[src/rtl/bwg_pkg.sv]
package bwg_pkg;

    typedef enum logic [2:0] {
        TS_IDLE = 3'd0,
        TS_T1   = 3'd1,
        TS_T2   = 3'd2,
        TS_TW   = 3'd3,
        TS_T3   = 3'd4
    } tstate_e;

    typedef struct packed {
        logic load;
        logic dec;
    } cnt_ctrl_t;

    // States in which the external pin is sampled and a wait may be decided
    function automatic logic in_wait_window(tstate_e s);
        return (s == TS_T2) || (s == TS_TW);
    endfunction

    function automatic logic wants_wait(logic internal_req, logic external_req);
        return internal_req | external_req;
    endfunction

endpackage

[src/rtl/bwg_wait_sampler.sv]
module bwg_wait_sampler (
    input  logic clk,
    input  logic rst,
    input  logic sample_en,
    input  logic wait_n_i,
    output logic ext_req
);
    logic smp_q;

    // Falling-edge capture; outside the window the sample reads "no wait"
    always_ff @(negedge clk) begin
        if (rst)
            smp_q <= 1'b1;
        else if (sample_en)
            smp_q <= wait_n_i;
        else
            smp_q <= 1'b1;
    end

    assign ext_req = ~smp_q;

    // a pin level seen outside T2/TW never becomes a request
    p_gated_sample_r9: assert property (@(posedge clk) disable iff (rst)
        !sample_en |-> !ext_req);

endmodule

[src/rtl/bwg_wait_counter.sv]
module bwg_wait_counter #(
    parameter int CNT_W = 2
) (
    input  logic                        clk,
    input  logic                        rst,
    input  bwg_pkg::cnt_ctrl_t          ctrl,
    input  logic [CNT_W-1:0]            load_val,
    output logic                        int_req
);
    localparam logic [CNT_W-1:0] ZERO = '0;
    localparam logic [CNT_W-1:0] ONE  = {{(CNT_W-1){1'b0}}, 1'b1};

    logic [CNT_W-1:0] cnt_q;

    always_ff @(posedge clk) begin
        if (rst)
            cnt_q <= ZERO;
        else if (ctrl.load)
            cnt_q <= load_val;
        else if (ctrl.dec && (cnt_q != ZERO))
            cnt_q <= cnt_q - ONE;
    end

    assign int_req = (cnt_q != ZERO);

    // the count is captured at the start edge
    p_load_capture_r3: assert property (@(posedge clk) disable iff (rst)
        ctrl.load |=> (cnt_q == $past(load_val)));

    // no wrap below zero
    p_no_underflow_r3: assert property (@(posedge clk) disable iff (rst)
        (!ctrl.load && cnt_q == ZERO) |=> (cnt_q == ZERO));

    // reset clears the counter
    p_reset_clear_r1: assert property (@(posedge clk)
        rst |=> (cnt_q == ZERO));

endmodule

[src/rtl/bwg_tstate_fsm.sv]
module bwg_tstate_fsm (
    input  logic                clk,
    input  logic                rst,
    input  logic                start_i,
    input  logic                int_req,
    input  logic                ext_req,
    output bwg_pkg::tstate_e    state,
    output bwg_pkg::cnt_ctrl_t  ctrl,
    output logic                done_o
);
    import bwg_pkg::*;

    tstate_e st_q, st_d;
    logic    need;
    logic    accept_start;

    assign need         = wants_wait(int_req, ext_req);
    assign accept_start = start_i && ((st_q == TS_IDLE) || (st_q == TS_T3));

    always_comb begin
        st_d = st_q;
        unique case (st_q)
            TS_IDLE: st_d = start_i ? TS_T1 : TS_IDLE;
            TS_T1:   st_d = TS_T2;
            TS_T2,
            TS_TW:   st_d = need ? TS_TW : TS_T3;
            TS_T3:   st_d = start_i ? TS_T1 : TS_IDLE;
            default: st_d = TS_IDLE;
        endcase
    end

    always_comb begin
        ctrl.load = accept_start;
        ctrl.dec  = in_wait_window(st_q) && need;
    end

    always_ff @(posedge clk) begin
        if (rst) begin
            st_q   <= TS_IDLE;
            done_o <= 1'b0;
        end else begin
            st_q   <= st_d;
            done_o <= (st_q == TS_T3);
        end
    end

    assign state = st_q;

    p_reset_idle_r1: assert property (@(posedge clk)
        rst |=> (st_q == TS_IDLE && !done_o));

    p_t1_then_t2_r2: assert property (@(posedge clk) disable iff (rst)
        (st_q == TS_T1) |=> (st_q == TS_T2));

    p_idle_start_r2: assert property (@(posedge clk) disable iff (rst)
        (st_q == TS_IDLE && start_i) |=> (st_q == TS_T1));

    p_release_r4: assert property (@(posedge clk) disable iff (rst)
        (in_wait_window(st_q) && !int_req && !ext_req) |=> (st_q == TS_T3));

    p_ext_extends_r4: assert property (@(posedge clk) disable iff (rst)
        (in_wait_window(st_q) && ext_req) |=> (st_q == TS_TW));

    p_int_extends_r5: assert property (@(posedge clk) disable iff (rst)
        (in_wait_window(st_q) && int_req) |=> (st_q == TS_TW));

    p_done_after_t3_r6: assert property (@(posedge clk) disable iff (rst)
        (st_q == TS_T3) |=> done_o);

    p_done_single_r6: assert property (@(posedge clk) disable iff (rst)
        done_o |=> !done_o);

    p_t3_exit_r7: assert property (@(posedge clk) disable iff (rst)
        (st_q == TS_T3 && !start_i) |=> (st_q == TS_IDLE));

    p_no_restart_r8: assert property (@(posedge clk) disable iff (rst)
        in_wait_window(st_q) |=> (st_q == TS_TW || st_q == TS_T3));

endmodule

[src/rtl/bus_wait_gen.sv]
module bus_wait_gen #(
    parameter int CNT_W = 2
) (
    input  logic             clk,
    input  logic             rst,
    input  logic             start_i,
    input  logic             is_io_i,
    input  logic [CNT_W-1:0] mem_waits_i,
    input  logic [CNT_W-1:0] io_waits_i,
    input  logic             wait_n_i,
    output logic [2:0]       tstate_o,
    output logic             busy_o,
    output logic             done_o
);
    import bwg_pkg::*;

    tstate_e          state;
    cnt_ctrl_t        ctrl;
    logic             int_req;
    logic             ext_req;
    logic [CNT_W-1:0] sel_waits;

    assign sel_waits = is_io_i ? io_waits_i : mem_waits_i;

    bwg_tstate_fsm u_fsm (
        .clk     (clk),
        .rst     (rst),
        .start_i (start_i),
        .int_req (int_req),
        .ext_req (ext_req),
        .state   (state),
        .ctrl    (ctrl),
        .done_o  (done_o)
    );

    bwg_wait_counter #(.CNT_W(CNT_W)) u_cnt (
        .clk      (clk),
        .rst      (rst),
        .ctrl     (ctrl),
        .load_val (sel_waits),
        .int_req  (int_req)
    );

    bwg_wait_sampler u_smp (
        .clk       (clk),
        .rst       (rst),
        .sample_en (in_wait_window(state)),
        .wait_n_i  (wait_n_i),
        .ext_req   (ext_req)
    );

    assign tstate_o = state;
    assign busy_o   = (state != TS_IDLE);

    // busy rises only on entry to T1
    p_busy_entry_r10: assert property (@(posedge clk) disable iff (rst)
        $rose(busy_o) |-> (tstate_o == 3'd1));

endmodule

[config.mk]
export PLATFORM = sky130hd
export DESIGN_NAME = bus_wait_gen
export DESIGN_NICKNAME = d
export VERILOG_FILES = /design/src/rtl/bwg_pkg.sv /design/src/rtl/bwg_wait_sampler.sv /design/src/rtl/bwg_wait_counter.sv /design/src/rtl/bwg_tstate_fsm.sv /design/src/rtl/bus_wait_gen.sv
export SDC_FILE = /design/constraint.sdc
export NUM_CORES = 1
export LEC_CHECK = 0
export ABC_CLOCK_PERIOD_IN_PS = 1800
export BUFFER_PORTS_ARGS = -buffer_cell sky130_fd_sc_hd__buf_2
export CORE_AREA = 2 2 39 41
export CTS_BUF_LIST = sky130_fd_sc_hd__clkbuf_4 sky130_fd_sc_hd__clkbuf_8 sky130_fd_sc_hd__clkbuf_16
export CTS_CLUSTER_DIAMETER = 40
export DETAILED_ROUTE_END_ITERATION = 7
export DIE_AREA = 0 0 41 43
export GPL_ROUTABILITY_DRIVEN = 0
export RECOVER_POWER = 50
export SETUP_SLACK_MARGIN = 0.3
export SYNTH_ARGS = -nofsm -noshare
export SYNTH_HDL_FRONTEND = slang
export SYNTH_SLANG_ARGS = --single-unit
[constraint.sdc]
create_clock -name clk -period 1.8 [get_ports clk]
set_input_delay 0.27 -clock clk [delete_from_list [all_inputs] [get_ports clk]]
set_output_delay 0.27 -clock clk [all_outputs]
set_load 0.005 [all_outputs]
==> results.py, run 1 <==
metrics = {
    "final_layout": {
        "syn_to_final_growth_pct": 55.69,
        "drive_gt1_share_pct": 42.59,
        "fin_cells": 70,
        "diodes": 0,
        "layout_common_cells": "buf_2 (12), dfxtp_1 (7), a211oi_1 (4)",
        "nNetsFinal": 65,
        "final_area_um2": 496.7,
        "final_common_cell": "buf_2",
    },
    "die": {
        "start_util_pct": 23.06,
        "core_um2": 1384,
        "die_h_um": 43,
        "die-area_um2": 1763,
        "row_count": 14,
        "num_io_pins": 14,
        "die_x_um": 41,
    },
    "drt": {
        "ant_nets": 0,
        "drt-initial-drc-count": 6,
        "drt_pass1_iterations": 3,
        "drc": 0,
        "viasPerCell": 4.486,
        "via_count": 314,
        "drt_wl_total_um": 750,
        "wire_per_inst_um": 10.71,
    },
    "clocking": {
        "clk_path_buf_depth": 2,
        "hold_buffers": 0,
        "cts-htree-levels": 1,
        "clkSinkCount": 7,
        "tritoncts": "built",
        "cts.clk_slew.worst_paths_ps": 50,
        "clock_latency_ps": 310,
        "numCtsBuffers": 3,
        "root_buffer": "clkbuf_4",
    },
    "placement": {
        "hpwl_um": 540.5,
        "dp_cells": 63,
        "portBuffers": 13,
        "place_area_um2": 431.7,
    },
    "sta": {
        "hold_violations": 0,
        "worst_pin_slew_ps": 317.8,
        "setup_viol_count_final": 0,
        "fin_hold_ws_ps": 340.8,
        "worst_clock_skew_ps": 60.13,
        "drv_slew": 0,
        "slew-limit-headroom_pct": 78.81,
        "finalSetupTns_ps": 0,
        "rsz0062_at_grt": "yes",
    },
    "critical_path": {
        "cp_max_fo": 2,
        "r2r_end": "u_smp.smp_q$_SDFF_NP1_",
        "end_kind": "register",
        "ff2ff_setup_slack_ps": 60,
        "crit_path_start_kind": "register",
        "rr_worst_depth": 1,
        "crit_family": "simple AND/OR/NAND/NOR gates",
        "crit_type": "reg2reg",
        "crit_chain": "or4b_1",
        "path_buf_inv": 0,
        "slowest_stage": "or4b_1",
        "cp.depth": 1,
        "cp.arrival_ps": 1020,
        "critical_path_required_ps": 1080,
        "reg2reg_from": "u_fsm.state[2]$_SDFF_PP0_",
        "cpPeakStageDelay_ps": 450,
    },
    "logic_synthesis": {
        "synth_cell_types": 18,
        "ys_ff_latch": 7,
        "ys_seq_area_share_pct": 43.92,
        "syn_nets": 41,
        "syn_avg_cell_area_um2": 10.29,
        "syn_area_um2": 319.1,
        "ys_warn_count": 0,
        "netlist_instances": 31,
    },
    "global_routing": {
        "antenna_found_initial": 0,
        "grt-ovfl-total": 0,
        "grt_usage_pct": 10.47,
        "grt_pass1_wl_mm": 1.207,
        "grt_max_degree": 10,
        "grt_pass1_vias": 290,
    },
    "min_path": {
        "hp-class": "in2reg",
        "hold_start": "rst",
        "hold_depth": 3,
        "hold-path-endpoint": "u_fsm.state[0]$_SDFF_PP0_",
    },
    "outcome": {
        "status": "completed",
    },
    "pwr": {
        "powerDensity_nw_per_um2": 1012,
        "power.leakage_nw": 0.2195,
        "vdd_drop_max_mv": 0.3865,
    },
    "run": {
        "maxCapViolCount": 0,
    },
}
-- registers in the layout, indices dropped and copies added, names as in the netlist --
register	flops
u_cnt.cnt_q	2
u_smp.smp_q	1
u_fsm.done_o	1
u_fsm.state	3
-- report_power, final --
group | leakage (nW) | switching (W) | internal, W | total, W
Clock | 0.0319 | 0.0000636 | 0.000154 | 0.000218
Sequential | 0.0574 | 0.00000800 | 0.000170 | 0.000178
Combinational | 0.130 | 0.0000530 | 0.0000546 | 0.000108
Total | 0.220 | 0.000125 | 0.000378 | 0.000503
-- tightest hold or removal path, delay by kind of cell --
kind | cells | cell delay (ps)
AO/OA/AOI/OAI | 1 | 40
buffers and inverters | 2 | 230
-- area by class of cell --
class / count / area (um^2)
fill: 147 / 887.1
tap: 16 / 20.02
multi-input combinational: 21 / 180.2
clock inverter: 2 / 21.27
clock buffer: 3 / 22.52
inverter: 2 / 7.507
sequential: 7 / 140.1
timing repair buffer: 19 / 105.1
-- layer usage --
metal	wire (um)	vias up	share of wire, %	GRT usage (%)
met5	0	-	0	0
met4	14	0	1.9	8.000
met3	44	2	5.9	1.571
met2	344	10	46	13.13
met1	346	136	46	15.26
li1	-	166	-	-
-- synthesized netlist by cell type (all sizes together) --
master | instances | share of area [%]
dfxtp | 7 | 44
a211oi | 4 | 9.4
inv | 3 | 3.5
nor2b | 2 | 3.9
nor4b | 2 | 5.5
a2111oi | 1 | 3.1
a21oi | 1 | 1.6
and3 | 1 | 2.0
ha | 1 | 3.9
nand2 | 1 | 1.2
nand3b | 1 | 2.4
nor2 | 1 | 1.2
nor3b | 1 | 5.9
nor4 | 1 | 2.0
or3 | 1 | 2.0
or3b | 1 | 2.7
or4b | 1 | 3.1
xnor2 | 1 | 2.7
-- logic make-up after synthesis --
| logic type | synth area share, % |
|---|---|
| and+or+nand+nor | 31.77 |
| DFF | 43.92 |
| AOI/OAI and AO/OA | 14.12 |
| buffers and inverters | 3.529 |
| xor gates and xnor gates | 2.746 |
| adders and majority gates | 3.921 |
-- per-stage QoR --
stage,util (%),setup slack [ps],power (W)
2_1_floorplan,-,-23.64,0.0002461
3_3_place_gp,31.19,-95.66,0.0002857
3_5_place_dp,31.19,-100.3,0.0002868
4_1_cts,34.99,47.77,0.0005028
5_1_grt,35.90,33.40,0.0005355
6_report,35.90,63.23,0.0005029
-- repair_timing --
item / 4_1_cts / 5_1_grt
resized for setup: 2 / 1
endpoints found under the setup margin: 5 / 5
setup buffers: 0 / 3
pin swaps: 1 / 0
-- worst max-delay path by stage --
| stage | from | to |
|---|---|---|
| 6_report | u_fsm.state[2]$_SDFF_PP0_ | u_smp.smp_q$_SDFF_NP1_ |
| 4_1_cts | u_fsm.state[2]$_SDFF_PP0_ | u_smp.smp_q$_SDFF_NP1_ |
| 2_1_floorplan | u_fsm.state[2]$_SDFF_PP0_ | u_smp.smp_q$_SDFF_NP1_ |
| 3_5_place_dp | wait_n_i | u_smp.smp_q$_SDFF_NP1_ |
| 3_3_place_gp | wait_n_i | u_smp.smp_q$_SDFF_NP1_ |
| 5_1_grt | u_smp.smp_q$_SDFF_NP1_ | u_fsm.state[1]$_SDFF_PP0_ |
(Power assumes the default switching activity.)
==> run 2, diff against run 1 <==
==> constraint.sdc (replaced) <==
create_clock -name clk -period 1.8 [get_ports clk]
set_input_delay 0.27 -clock clk [delete_from_list [all_inputs] [get_ports clk]]
set_output_delay 0.27 -clock clk [all_outputs]
set_load 0.01 [all_outputs]
==> run 2 against run 1 <==
  * Setup slack worse by 29 ps
  * First-iteration DRC count unchanged
  * Total power down 11%
  * Via count up 2.5%
  * Clock power down 31%
  * Clock-buffer cell count unchanged
  * Register-to-register slack worse by 30 ps
  * Sequential cell count unchanged
  * Non-clock buffer count up 1
  * Wire length up 2.8%
  * Clock skew down 5.0 ps
  * Critical endpoint unchanged
==> results.py, run 2 (synthesized netlist as in run 1, its figures left out) <==
metrics = {
    "critical_path": {
        "end_kind": "register",
        "crit_path_start_kind": "register",
        "slowest_stage": "or4b_1",
        "rr_worst_depth": 1,
        "path_buf_inv": 0,
        "ff2ff_setup_slack_ps": 30,
        "reg2reg_from": "u_fsm.state[2]$_SDFF_PP0_",
        "cpPeakStageDelay_ps": 450,
        "crit_type": "reg2reg",
        "crit_chain": "or4b_1",
        "cp_max_fo": 2,
        "r2r_end": "u_smp.smp_q$_SDFF_NP1_",
        "crit_family": "simple AND/OR/NAND/NOR gates",
        "cp.arrival_ps": 1040,
        "critical_path_required_ps": 1080,
    },
    "min_path": {
        "hold_depth": 3,
        "hold_start": "rst",
        "hold-path-endpoint": "u_fsm.state[2]$_SDFF_PP0_",
        "hp-class": "in2reg",
    },
    "clocking": {
        "hold_buffers": 0,
        "clock_latency_ps": 300,
        "cts-htree-levels": 1,
        "numCtsBuffers": 3,
        "tritoncts": "built",
        "clkSinkCount": 7,
        "root_buffer": "clkbuf_4",
        "cts.clk_slew.worst_paths_ps": 60,
        "clk_path_buf_depth": 2,
    },
    "global_routing": {
        "grt_pass1_vias": 304,
        "antenna_found_initial": 0,
        "grt_max_degree": 10,
        "grt_usage_pct": 10.88,
        "grt_pass1_wl_mm": 1.269,
        "grt-ovfl-total": 0,
    },
    "placement": {
        "hpwl_um": 552.2,
        "portBuffers": 13,
        "place_ws_ps": -107.2,
        "dp_cells": 63,
    },
    "final_layout": {
        "num-fill-cells": 143,
        "nNetsFinal": 66,
        "layout_common_cells": "buf_2 (9), dfxtp_1 (6), buf_4 (5)",
        "syn_to_final_growth_pct": 55.29,
        "drive_gt1_share_pct": 41.82,
        "final_common_cell": "buf_2",
        "largest_reg_flops": 3,
        "fin_cells": 71,
        "diodes": 0,
    },
    "die": {
        "core_um2": 1384,
        "start_util_pct": 23.06,
        "die_h_um": 43,
        "die_x_um": 41,
        "row_count": 14,
        "num_io_pins": 14,
        "die-area_um2": 1763,
    },
    "drt": {
        "drc": 0,
        "drt_wl_total_um": 771,
        "via_count": 322,
        "drt_pass1_iterations": 4,
        "viasPerCell": 4.535,
        "drt-initial-drc-count": 6,
        "wire_per_inst_um": 10.86,
        "ant_nets": 0,
    },
    "sta": {
        "hold_violations": 0,
        "setup_ws_ps": 34.59,
        "drv_slew": 0,
        "slew-limit-headroom_pct": 73.08,
        "worst_pin_slew_ps": 403.0,
        "worst_clock_skew_ps": 55.16,
        "setup_viol_count_final": 0,
        "rsz0062_at_grt": "yes",
    },
    "pwr": {
        "powerDensity_nw_per_um2": 904.7,
        "power.leakage_nw": 0.2133,
        "vdd_drop_max_mv": 0.3177,
    },
    "outcome": {
        "status": "completed",
    },
    "run": {
        "maxCapViolCount": 0,
    },
}
==> run 2: area by class of cell <==
| cell class | instances | area, um^2 | share of cell area [%] |
|---|---|---|---|
| clock buffer | 3 | 22.52 | 4.545 |
| clock inverter | 2 | 7.507 | 1.515 |
| inverter | 2 | 7.507 | 1.515 |
| multi-input combinational | 21 | 173.9 | 35.10 |
| sequential | 7 | 143.9 | 29.04 |
| tap | 16 | 20.02 | 4.040 |
| timing repair buffer | 20 | 120.1 | 24.24 |
==> run 2: repair_timing <==
item                       4_1_cts  5_1_grt
setup buffers                    0        4
cloned                           0        0
pin swaps                        0        1
gates resized for setup          2        4
setup endpoints to repair        5        5
==> run 2: per-stage QoR <==
stage	hold WS (ps)	total power, W	util (%)	TNS (ps)	cell area [um^2]
final	336.9	0.0004483	35.80	0	495.5
after global routing	358.2	0.0004797	35.80	0	495.5
after CTS	332.4	0.0004433	34.18	0	473.0
after detailed placement	489.6	0.0002917	31.37	-107.2	434.2
after global placement	490.1	0.0002912	31.37	-95.78	434.2
after floorplan	337.1	0.0002508	-	-31.39	326.6
==> run 2: worst max-delay path by stage <==
stage                               from                         to  depth (start not counted)
3_5_place_dp                    wait_n_i     u_smp.smp_q$_SDFF_NP1_                          2
2_1_floorplan  u_fsm.state[2]$_SDFF_PP0_     u_smp.smp_q$_SDFF_NP1_                          1
4_1_cts        u_fsm.state[2]$_SDFF_PP0_     u_smp.smp_q$_SDFF_NP1_                          1
3_3_place_gp                    wait_n_i     u_smp.smp_q$_SDFF_NP1_                          2
6_report       u_fsm.state[2]$_SDFF_PP0_     u_smp.smp_q$_SDFF_NP1_                          1
5_1_grt           u_smp.smp_q$_SDFF_NP1_  u_fsm.state[1]$_SDFF_PP0_                          2
==> run 2: report_power, final <==
part           switching [W]  internal [W]  leakage [nW]
Sequential        0.00000873      0.000169        0.0582
Clock              0.0000675     0.0000821        0.0245
Combinational      0.0000550     0.0000659         0.131
Total               0.000131      0.000317         0.213
==> run 2: layer usage <==
metal  track usage [%]  wire, um
met2             14.37       389
met1             14.29       342
met5                 0         0
met4             10.00        12
met3             1.571        27
